### src/rtl/gpe_pkg.sv
package gpe_pkg;
  typedef enum logic [1:0] {
    PS_WORK  = 2'd0,
    PS_SLEEP = 2'd1,
    PS_STBY  = 2'd2,
    PS_RSVD  = 2'd3
  } pstate_e;

  typedef enum logic [1:0] {
    RA_ENABLE = 2'd0,
    RA_STATUS = 2'd1,
    RA_WAKE   = 2'd2,
    RA_NONE   = 2'd3
  } raddr_e;

  localparam int unsigned WAKE_BIT = 15;
endpackage

### src/rtl/gpe_edge_sync.sv
module gpe_edge_sync #(
  parameter int unsigned W      = 32,
  parameter int unsigned STAGES = 2
) (
  input  logic         clk,
  input  logic         rst_n,
  input  logic [W-1:0] raw,
  output logic [W-1:0] rise
);
  logic [W-1:0] chain [STAGES];
  logic [W-1:0] last_q;

  for (genvar g = 0; g < STAGES; g++) begin : g_stage
    always_ff @(posedge clk or negedge rst_n) begin
      if (!rst_n) begin
        chain[g] <= '0;
      end else begin
        if (g == 0) chain[g] <= raw;
        else        chain[g] <= chain[(g == 0) ? 0 : g-1];
      end
    end
  end

  always_ff @(posedge clk or negedge rst_n) begin
    if (!rst_n) last_q <= '0;
    else        last_q <= chain[STAGES-1];
  end

  assign rise = chain[STAGES-1] & ~last_q;
endmodule

### src/rtl/gpe_qualify.sv
module gpe_qualify
  import gpe_pkg::*;
#(
  parameter int unsigned W       = 32,
  parameter int unsigned STBY_LO = 24
) (
  input  logic [W-1:0] rise,
  input  logic [W-1:0] en,
  input  logic [1:0]   state,
  output logic [W-1:0] set_vec,
  output logic         wake_hit
);
  pstate_e      st;
  logic [W-1:0] allowed;

  assign st = pstate_e'(state);

  for (genvar i = 0; i < W; i++) begin : g_bit
    if (i >= STBY_LO) begin : g_stby_dom
      assign allowed[i] = 1'b1;
    end else begin : g_work_dom
      assign allowed[i] = (st != PS_STBY);
    end
  end

  assign set_vec  = rise & en & allowed;
  assign wake_hit = (|set_vec) && ((st == PS_SLEEP) || (st == PS_STBY));
endmodule

### src/rtl/gpe_regs.sv
module gpe_regs
  import gpe_pkg::*;
#(
  parameter int unsigned W = 32
) (
  input  logic         clk,
  input  logic         rst_n,
  input  logic         we,
  input  logic [1:0]   addr,
  input  logic [W-1:0] wdata,
  input  logic [W-1:0] set_vec,
  input  logic         wake_hit,
  output logic [W-1:0] en_q,
  output logic [W-1:0] sts_q,
  output logic         wak_q,
  output logic         wake_req,
  output logic [W-1:0] rdata
);
  raddr_e       ra;
  logic [W-1:0] sts_clr;
  logic         wak_clr;
  logic [W-1:0] wake_word;

  assign ra      = raddr_e'(addr);
  assign sts_clr = (we && ra == RA_STATUS) ? wdata : '0;
  assign wak_clr = we && (ra == RA_WAKE) && wdata[WAKE_BIT];

  always_ff @(posedge clk or negedge rst_n) begin
    if (!rst_n) begin
      en_q     <= '0;
      sts_q    <= '0;
      wak_q    <= 1'b0;
      wake_req <= 1'b0;
    end else begin
      if (we && ra == RA_ENABLE) en_q <= wdata;
      sts_q    <= (sts_q & ~sts_clr) | set_vec;
      wak_q    <= (wak_q & ~wak_clr) | wake_hit;
      wake_req <= wake_hit;
    end
  end

  always_comb begin
    wake_word           = '0;
    wake_word[WAKE_BIT] = wak_q;
    case (ra)
      RA_ENABLE: rdata = en_q;
      RA_STATUS: rdata = sts_q;
      RA_WAKE:   rdata = wake_word;
      default:   rdata = '0;
    endcase
  end
endmodule

### src/rtl/gpe_event_status.sv
module gpe_event_status #(
  parameter int unsigned NUM_EVT     = 32,
  parameter int unsigned STBY_LO     = 24,
  parameter int unsigned SYNC_STAGES = 2
) (
  input  logic               clk,
  input  logic               rst_n,
  input  logic [NUM_EVT-1:0] evt_in,
  input  logic [1:0]         pwr_state,
  input  logic               reg_we,
  input  logic [1:0]         reg_addr,
  input  logic [NUM_EVT-1:0] reg_wdata,
  output logic [NUM_EVT-1:0] reg_rdata,
  output logic               sci,
  output logic               wake_req
);
  logic [NUM_EVT-1:0] rise;
  logic [NUM_EVT-1:0] set_vec;
  logic [NUM_EVT-1:0] en_q;
  logic [NUM_EVT-1:0] sts_q;
  logic               wak_q;
  logic               wake_hit;

  gpe_edge_sync #(.W(NUM_EVT), .STAGES(SYNC_STAGES)) sync_i (
    .clk(clk), .rst_n(rst_n), .raw(evt_in), .rise(rise)
  );

  gpe_qualify #(.W(NUM_EVT), .STBY_LO(STBY_LO)) qual_i (
    .rise(rise), .en(en_q), .state(pwr_state),
    .set_vec(set_vec), .wake_hit(wake_hit)
  );

  gpe_regs #(.W(NUM_EVT)) regs_i (
    .clk(clk), .rst_n(rst_n), .we(reg_we), .addr(reg_addr),
    .wdata(reg_wdata), .set_vec(set_vec), .wake_hit(wake_hit),
    .en_q(en_q), .sts_q(sts_q), .wak_q(wak_q),
    .wake_req(wake_req), .rdata(reg_rdata)
  );

  assign sci = |(sts_q & en_q);
endmodule

### config.mk
export PLATFORM = sky130hd
export DESIGN_NAME = gpe_event_status
export DESIGN_NICKNAME = d
export VERILOG_FILES = /design/src/rtl/gpe_pkg.sv /design/src/rtl/gpe_edge_sync.sv /design/src/rtl/gpe_qualify.sv /design/src/rtl/gpe_regs.sv /design/src/rtl/gpe_event_status.sv
export SDC_FILE = /design/constraint.sdc
export NUM_CORES = 1
export LEC_CHECK = 0
export BUFFER_PORTS_ARGS = -buffer_cell sky130_fd_sc_hd__buf_2
export CAP_MARGIN = 40
export CORE_MARGIN = 2
export CORE_UTILIZATION = 42
export CTS_BUF_LIST = sky130_fd_sc_hd__clkbuf_4 sky130_fd_sc_hd__clkbuf_8
export DETAILED_ROUTE_END_ITERATION = 8
export PLACE_DENSITY = 0.7
export SYNTH_ARGS = -nofsm -noshare
export SYNTH_HDL_FRONTEND = slang
export SYNTH_SLANG_ARGS = --single-unit
### constraint.sdc
create_clock -name clk -period 2.7 [get_ports clk]
set_input_delay 0 -clock clk [delete_from_list [all_inputs] [get_ports clk]]
set_output_delay 0 -clock clk [all_outputs]
set_load 0.03 [all_outputs]
==> metrics.cfg <==
[outcome]
status = completed

[synthesis]
synth.distinct_cells = 31
netlist_instances = 423
yosys_warnings = 0
syn_nets = 495
syn_avg_cell_area_um2 = 14.0
ys_ff_latch = 162
synth_area_um2 = 5940
yosysSeqAreaShare_pct = 68.2

[clock_tree]
cts_resized = 0
cts-root-buf = clkbuf_8
clk_path_buf_depth = 2
insertion_delay_ns = 0.46
cts_max_level = 4
cts_sinks = 162
clk_pin_slew_ns = 0.09
cts_tree = yes
numCtsBuffers = 17

[sta]
fmax_mhz = 441
finalMaxSlewViolations = 0
fin_crit_sh_pct = 84.1
finalHoldViolCount = 0
rsz0062_at_grt = false
skew_ns = 0.0103
fin_crit_ns = 2.27
tightest_slew_ns = 0.757
fin_setup_tns_ns = 0
maxSlewHeadroom_pct = 49.5
setup_viol_count_final = 0

[detailed_routing]
avgRoutedWirePerCell_um = 17.0
drtPass1Iterations = 4
initialDrtViolationCount = 337
wl_um = 13600
drc = 0
vias_per_cell = 5.00
ant_nets = 0
vias = 3989

[critical_path]
r2r_setup_slack_ns = 0.94
worstPathArrival_ns = 2.27
slowest_stage = or4_1
crit_path_start_kind = flop
slowest_delay_ns = 0.57
path_max_fanout = 4
r2r-end = regs_i.wak_q
critical_path_required_ns = 2.70
reg2reg_depth = 5
crit_chain = a22o_1, a221oi_1, nand3_1, or4_1, buf_2
reg2reg_from = regs_i.en_q[13]
critPathKind = flop to output pin
worstSetupEndpointType = output pin

[pwr]
p_int_w = 0.00421
power.density_nw_per_um2 = 751
swShare_pct = 28.1
pwr-share-clk_pct = 32.2
total_power_w = 0.00586
seqPwrFrac_pct = 50.8
combinationalPowerShare_pct = 17.1
power_switching_w = 0.00165
irDropWorstVdd_uv = 404
p_leak_nw = 3.68

[placed_design]
gp_congestion = 0.823
io_buffer_count = 104
dp_hpwl_um = 9220

[cells_and_area]
antenna_cells = 0
drive_gt1_share_pct = 31.9
area_delta_synth_final_pct = 31.3
nets = 677
fillers = 1122

[global_route]
grt_pass1_wl_um = 21500
antenna_found_initial = 0
grt-ovfl-total = 0
grt_start_max_net_pins = 80
grt_usage_pct = 19.5
grt_pass1_vias = 4176

[floorplanning]
die-area_um2 = 15100
die-height_um = 123
initial_core_util_pct = 43.0
io_pins = 105
die_w_um = 123
row_count = 43
fp.coreArea_um2 = 13800

[flow_run]
cap_violations = 0

[worst_hold_path]
hp-class = input pin to asynchronous set/reset pin

==> metal layers <==
layer / track usage [%] / routed length, um / share of wire, % / up-vias
li1: - / - / - / 1857
met1: 25.1 / 5830 / 43 / 2003
met2: 31.7 / 6810 / 50 / 113
met3: 5.44 / 750 / 5.5 / 16
met4: 6.97 / 174 / 1.3 / 0
met5: 0 / 0 / 0 / -
==> power by group through the flow <==
stage                     Sequential (W)  Clock (W)  Combinational, W
after floorplan                  0.00293          0          0.000621
after global placement           0.00300          0          0.000909
after detailed placement         0.00301          0          0.000930
after CTS                        0.00297    0.00194           0.00101
after global routing             0.00301    0.00206           0.00109
final                            0.00297    0.00188          0.000999
==> through the flow <==
step | hold WS [ns] | util [%] | cells | instance area, um^2 | setup WS [ns]
floorplan | -0.296 | - | 423 | 5940 | 1.16
global placement | 0.0826 | 48.3 | 698 | 6690 | 0.645
detailed placement | 0.0881 | 48.3 | 698 | 6690 | 0.579
CTS | 0.144 | 56.4 | 798 | 7800 | 0.394
global route | 0.144 | 56.4 | 798 | 7800 | 0.269
finish | 0.139 | 56.4 | 798 | 7800 | 0.430
==> logic make-up (layout without fill, tap and decap cells) <==
logic type,after synthesis,count (layout),synth area share (%)
multiplexers,64,64,11.5
AO/OA/AOI/OAI,44,44,5.58
AND/OR/NAND/NOR,135,135,13.1
flip-flops,162,162,68.2
buffers and inverters,17,212,1.37
adder cells (fa/ha/maj),1,1,0.211
==> worst max path at each step <==
stage                         startpoint           end  slack (ns)  cells after the start
after floorplan           regs_i.en_q[0]           sci        1.16                      4
after global placement      pwr_state[0]  regs_i.wak_q        0.64                      8
after detailed placement    pwr_state[0]  regs_i.wak_q        0.58                      9
after CTS                 regs_i.en_q[0]           sci        0.39                      5
after global routing      regs_i.en_q[0]           sci        0.27                      5
final                     regs_i.en_q[0]           sci        0.43                      5
==> synthesized netlist by cell type (all sizes together) <==
master	n	area share (%)
nor4	6	0.84
nor4bb	2	0.34
a21o	23	2.9
mux2i	32	5.4
nand4	5	0.53
inv	1	0.063
nor2	37	2.3
and4bb	20	4.2
a22o	2	0.29
or4	1	0.13
ha	1	0.21
mux2	32	6.1
a22oi	12	1.5
nand2	50	3.2
o21ai	3	0.25
a32o	1	0.17
a31oi	1	0.11
buf	8	0.78
a221oi	2	0.29
and3b	1	0.15
nand2b	1	0.11
nand3b	8	1.0
clkbuf	8	0.53
dfrtp	162	68
nand3	4	0.34
==> placed cells by master (no fill, tap or decap), types with 3 or more instances in the layout <==
cell,netlist,layout
a21o_1,21,21
a22oi_1,12,12
and4bb_1,4,4
and4bb_2,16,16
buf_2,7,103
buf_4,0,6
bufinv_16,0,3
clkbuf_8,0,20
dfrtp_1,162,162
dlygate4sd3_1,0,68
inv_6,0,3
mux2_2,32,32
mux2i_1,32,32
nand2_1,50,50
nand3_1,4,4
nand3b_1,8,8
nand4_1,5,5
nor2_1,37,35
nor4_1,4,4
==> critical path: cells and delay by family, from the launching register on <==
kind / cells / cell delay, ns
buffers and inverters: 1 / 0.21
DFF: 1 / 0.41
and+or+nand+nor: 2 / 0.70
AOI/OAI and AO/OA: 2 / 0.49
==> registers in the layout, indices dropped and copies added (netlist names) <==
| signal | count |
|---|---|
| regs_i.en_q | 32 |
| regs_i.sts_q | 32 |
| regs_i.wak_q | 1 |
| regs_i.wake_req | 1 |
| sync_i.chain | 64 |
| sync_i.last_q | 32 |
==> area by class of cell <==
cell class / count / area [um^2] / share of cell area [%]
sequential: 162 / 4050 / 52.0
clock buffer: 22 / 290 / 3.72
clock inverter: 10 / 146 / 1.88
inverter: 1 / 3.75 / 0.0481
tap: 180 / 225 / 2.89
timing repair buffer: 179 / 1270 / 16.3
multi-input combinational: 244 / 1810 / 23.2
==> what timing repair did <==
action	4_1_cts	5_1_grt
hold endpoints to repair	175	0
buffers inserted	0	0
hold buffers	68	0
Note: power is estimated with default switching activity, not from simulation.
